--- config.mk ---
export PLATFORM = sky130hd
export DESIGN_NAME = ifu_fetch_unit
export DESIGN_NICKNAME = d
export VERILOG_FILES = /design/src/rtl/ifu_pkg.sv /design/src/rtl/ifu_imem.sv /design/src/rtl/ifu_next_pc.sv /design/src/rtl/ifu_fetch_unit.sv
export SDC_FILE = /design/constraint.sdc
export NUM_CORES = 1
export LEC_CHECK = 0
export ABC_AREA = 1
export BUFFER_PORTS_ARGS = -buffer_cell sky130_fd_sc_hd__buf_4
export CORE_ASPECT_RATIO = 1.5
export CORE_MARGIN = 1
export CORE_UTILIZATION = 50
export DETAILED_ROUTE_END_ITERATION = 10
export GPL_ROUTABILITY_DRIVEN = 0
export GPL_TIMING_DRIVEN = 0
export PLACE_DENSITY = 0.72
export SLEW_MARGIN = 30
export SYNTH_ARGS = -nofsm -noshare
export SYNTH_HDL_FRONTEND = slang
export SYNTH_SLANG_ARGS = --single-unit
export TNS_END_PERCENT = 1
--- constraint.sdc ---
create_clock -name clk_i -period 4.1 [get_ports clk_i]
set_input_delay 0.82 -clock clk_i [delete_from_list [all_inputs] [get_ports clk_i]]
set_output_delay 0.82 -clock clk_i [all_outputs]
set_load 0.01 [all_outputs]
--- src/rtl/ifu_pkg.sv ---
package ifu_pkg;
  localparam int unsigned INSTR_W = 32;
  localparam int unsigned PC_W    = 32;
  localparam int unsigned IMM_W   = 16;
  localparam int unsigned OFF_MOD  = 7;
  localparam int unsigned OFF_BIAS = 3;

  typedef logic [PC_W-1:0]    pc_t;
  typedef logic [INSTR_W-1:0] instr_t;
  typedef logic [IMM_W-1:0]   imm_t;

  // built-in program: upper half tags the index, lower half is a small offset
  function automatic instr_t rom_word(input int unsigned idx);
    logic [IMM_W-1:0] tag;
    imm_t             off;
    tag = IMM_W'(idx);
    off = IMM_W'(idx % OFF_MOD) - IMM_W'(OFF_BIAS);
    return {tag, off};
  endfunction
endpackage

--- src/rtl/ifu_imem.sv ---
module ifu_imem
  import ifu_pkg::*;
#(
  parameter int unsigned IMEM_WORDS = 16
) (
  input  pc_t    addr_i,
  output instr_t data_o
);
  localparam int unsigned IDX_W = (IMEM_WORDS > 1) ? $clog2(IMEM_WORDS) : 1;

  instr_t           rom [IMEM_WORDS];
  logic [PC_W-3:0]  word_idx;
  logic             in_range;

  for (genvar g = 0; g < IMEM_WORDS; g++) begin : g_rom
    assign rom[g] = rom_word(g);
  end

  assign word_idx = addr_i[PC_W-1:2];
  assign in_range = (word_idx < (PC_W-2)'(IMEM_WORDS));

  always_comb begin
    data_o = '0;
    if (in_range) data_o = rom[word_idx[IDX_W-1:0]];
  end
endmodule

--- src/rtl/ifu_next_pc.sv ---
module ifu_next_pc
  import ifu_pkg::*;
(
  input  pc_t  pc_i,
  input  imm_t imm_i,
  input  logic take_i,
  output pc_t  next_o
);
  localparam int unsigned EXT_W = PC_W - IMM_W - 2;

  pc_t seq_pc;
  pc_t off_bytes;
  pc_t tgt_pc;

  assign seq_pc    = pc_i + PC_W'(4);
  assign off_bytes = {{EXT_W{imm_i[IMM_W-1]}}, imm_i, 2'b00};
  assign tgt_pc    = seq_pc + off_bytes;
  assign next_o    = take_i ? tgt_pc : seq_pc;
endmodule

--- src/rtl/ifu_fetch_unit.sv ---
module ifu_fetch_unit
  import ifu_pkg::*;
#(
  parameter int unsigned IMEM_WORDS = 16
) (
  input  logic        clk_i,
  input  logic        rst_ni,
  input  logic        br_sel_i,
  input  logic        eq_i,
  output logic [31:0] pc_o,
  output logic [31:0] instr_o
);
  pc_t    pc_q;
  pc_t    pc_d;
  instr_t instr;
  logic   take;

  assign take = br_sel_i & eq_i;

  ifu_imem #(.IMEM_WORDS(IMEM_WORDS)) u_imem (
    .addr_i (pc_q),
    .data_o (instr)
  );

  ifu_next_pc u_npc (
    .pc_i   (pc_q),
    .imm_i  (instr[IMM_W-1:0]),
    .take_i (take),
    .next_o (pc_d)
  );

  always_ff @(posedge clk_i or negedge rst_ni) begin
    if (!rst_ni) pc_q <= '0;
    else         pc_q <= pc_d;
  end

  assign pc_o    = pc_q;
  assign instr_o = instr;
endmodule

==> results.tsv <==
stage	metric	value	unit
run_status	outcome	complete, no violations	
timing	final clock skew	6.51	ps
pwr	part of the power in registers	23.1	%
route	WL/cell	13.6	um
timing	final hold violation count	0	
place	worst slack, placed	260	ps
timing	setup TNS	0	ps
timing	# setup viols final	0	
grt	GRT Residual Overflow	0	
timing	slack of the critical path	461	ps
grt	All-Layer GR Usage	28.8	%
setup_path	CP Class	register to register	
synth	sequential share of the synthesized area	18.0	%
cells_and_area	Non-Filler Instances	896	
die	I/O pins	68	
cts	clock slew seen by the registers of the worst setup and hold paths	50	ps
grt	largest net degree at the start of global routing	31	
synth	synthesized flop and latch total	30	
setup_path	crit path DAT	3790	ps
cells_and_area	diode count	0	
cts	clk_lat worst skew	270	ps
timing	Slew Limit Fails	0	
place	post-DP HPWL	10100	um
die	Die Ht	114	um
setup_path	CP max FO	10	
timing	slew at the pin closest to its max-slew limit	556	ps
timing	Final min period	3640	ps
setup_path	Crit Reg-Reg Startpoint	pc_o[2]	
grt	first-pass GRT wire length	19900	um
cells_and_area	number of nets in the layout	816	
die	num rows	40	
pwr	Lkg Pwr	2.67	nW
grt	vias in the first global route	4365	
timing	RSZ-0062 raised after global routing	no	
synth	async set-reset flop share out of synthesis	100	%
synth	mapped cell area	0.00418	mm^2
cells_and_area	multi-input logic area	0.00285	mm^2
cts	total number of H-tree levels	2	
pwr	Net Switching	1.23	mW
cells_and_area	share of layout cells above drive strength 1	18.6	%
cells_and_area	FF+latch area	751	um^2
synth	Synth Instances	715	
place	IO buf count	53	
timing	Max-Slew Margin vs Limit	62.9	%
cts	CTS root buf	clkbuf_16	
cts	Clock Sinks	30	
synth	mean area per synthesized cell	5.85	um^2
pwr	Max VDD drop	0.194	mV
setup_path	CP endpoint kind	register	
cts	TritonCTS buffer count	5	
setup_path	reg2reg path depth	20	
route	final WL	12200	um
cells_and_area	filler instances	819	
pwr	part of the power in the clock network	14.6	%
worst_hold_path	Hold Path Class	input port to async pin	
job	max-cap violations	0	
route	vias per cell	5.13	
route	Initial DRC Count	281	
synth	Yosys cell types	43	
route	Post-route DRC	0	
route	Final ANT Viol Nets	0	
setup_path	CP required	4250	ps
cts	Clock Path Buffers	2	
synth	Post-synth EDFFs	0	
pwr	Gate power share	62.3	%
synth	Synth Flop Type	dfrtp_1	
route	vias after detailed routing	4594	
cells_and_area	number of flip-flops in the largest register	30	
cts	CTS tree	yes	
cts	# hold bufs at CTS	0	
die	Die Wd	76.7	um
die	initial core utilization	51.9	%
pwr	switching share of power	49.7	%
timing	achievable frequency	275	MHz
synth	Syn. warnings	0	
cells_and_area	Area Overhead vs Synth	17.8	%
place	Placed Cells	886	
timing	final worst path period share	88.8	%
setup_path	Crit Reg-Reg Endpoint	pc_o[26]	
die	Core Region	0.00806	mm^2
setup_path	R2R setup slack	460	ps
pwr	Cell Pwr Density	501	mW/mm^2
timing	Hold Worst Slack	468	ps
grt	initial antenna violation count	0	
pwr	cell-internal power	1.24	mW
die	die footprint	0.00874	mm^2
setup_path	Startpoint Class	register	
route	total iterations of the first detailed-routing run	5	
-- metal layers --
| layer | up-vias | GRT usage, % | share of wire, % |
|---|---|---|---|
| li1 | 2355 | - | - |
| met1 | 2059 | 34.9 | 43 |
| met2 | 140 | 50.4 | 49 |
| met3 | 40 | 1.52 | 3.3 |
| met4 | 0 | 16.8 | 4.8 |
| met5 | - | 0 | 0 |
-- power by group through the flow --
stage	logic [mW]	registers [mW]	clock network, mW
6_report	1.54	0.570	0.359
5_1_grt	1.71	0.591	0.374
4_1_cts	1.52	0.569	0.363
3_5_place_dp	1.51	0.572	0
3_3_place_gp	1.48	0.571	0
2_1_floorplan	1.01	0.586	0
-- cell usage in the layout (no fill, tap or decap), drive strengths merged, types with 2 or more instances in the layout --
cell type	n
nand2	258
inv	99
nor2	90
buf	87
nand3	61
dfrtp	30
o21ai	29
ha	21
a21oi	20
xor2	17
conb	14
nand4	12
nor3	10
clkbuf	10
nand3b	9
xnor2	5
o21a	3
o21bai	3
or2	2
-- cell families (layout without fill, tap and decap cells) --
family	count (synthesis)	after routing	share of synthesized area (%)
adders and majority gates	22	22	6.76
xor gates and xnor gates	22	22	4.61
muxes	1	1	0.239
and+or+nand+nor	445	445	47.3
DFF	30	30	18.0
AOI/OAI and AO/OA	59	59	7.99
other	1	14	0.0897
buffers and inverters	135	198	15.0
-- synth_stat cells (all sizes together) (2+ instances only) --
cell | n | area (um^2)
a21oi | 20 | 100
buf | 32 | 241
clkbuf | 3 | 11.3
dfrtp | 30 | 751
ha | 21 | 263
inv | 100 | 375
nand2 | 258 | 1030
nand3 | 61 | 323
nand3b | 9 | 67.6
nand4 | 12 | 90.1
nor2 | 90 | 380
nor3 | 10 | 55.1
o21a | 3 | 22.5
o21ai | 29 | 156
o21bai | 3 | 26.3
or2 | 2 | 12.5
xnor2 | 5 | 43.8
xor2 | 17 | 149
-- worst max path at each step --
stage / startpoint / end / slack [ps] / cells past startpoint
after CTS: pc_o[2] / pc_o[31] / 230 / 24
after global placement: pc_o[2] / pc_o[29] / 350 / 24
final: pc_o[2] / pc_o[26] / 460 / 20
after global routing: pc_o[2] / pc_o[29] / 200 / 25
after detailed placement: pc_o[2] / pc_o[31] / 260 / 24
after floorplan: pc_o[2] / pc_o[17] / 880 / 22
-- area by class of cell --
| cell class | count | share of cell area (%) |
|---|---|---|
| plain buffers | 35 | 5.13 |
| repair buffers | 55 | 8.38 |
| clock inverters | 1 | 0.102 |
| well taps | 105 | 2.67 |
| multi-input cells | 563 | 57.9 |
| inverters | 100 | 7.70 |
| clock buffers | 7 | 2.90 |
| flip-flops and latches | 30 | 15.2 |
-- critical path, cell delays in order, from the launching register on --
cell and delay (ps):
dfrtp_1 470, ha_1 300, nand2_2 120, nand2_1 120
nand2_1 100, o21ai_2 70, nand3_4 130, buf_6 190
buf_6 200, clkinvlp_4 130, buf_4 140, ha_1 330
nand3_1 90, nand2_1 170, nand4_1 170, a21oi_1 280
nand2_1 170, nand2_1 100, nand2_1 50, nand3_1 100
nand2_1 80
-- through the flow --
step                util, %  total power, mW  area [um^2]
floorplan                 -             1.59         4230
CTS                    60.9             2.45         4910
detailed placement     59.1             2.08         4760
finish                 61.1             2.47         4930
global route           61.1             2.67         4930
global placement       59.1             2.05         4760
-- timing repair --
item	4_1_cts	5_1_grt
endpoints found under the setup margin	0	9
resized for setup	0	1
buffers inserted	0	2
(Power assumes the default switching activity.)
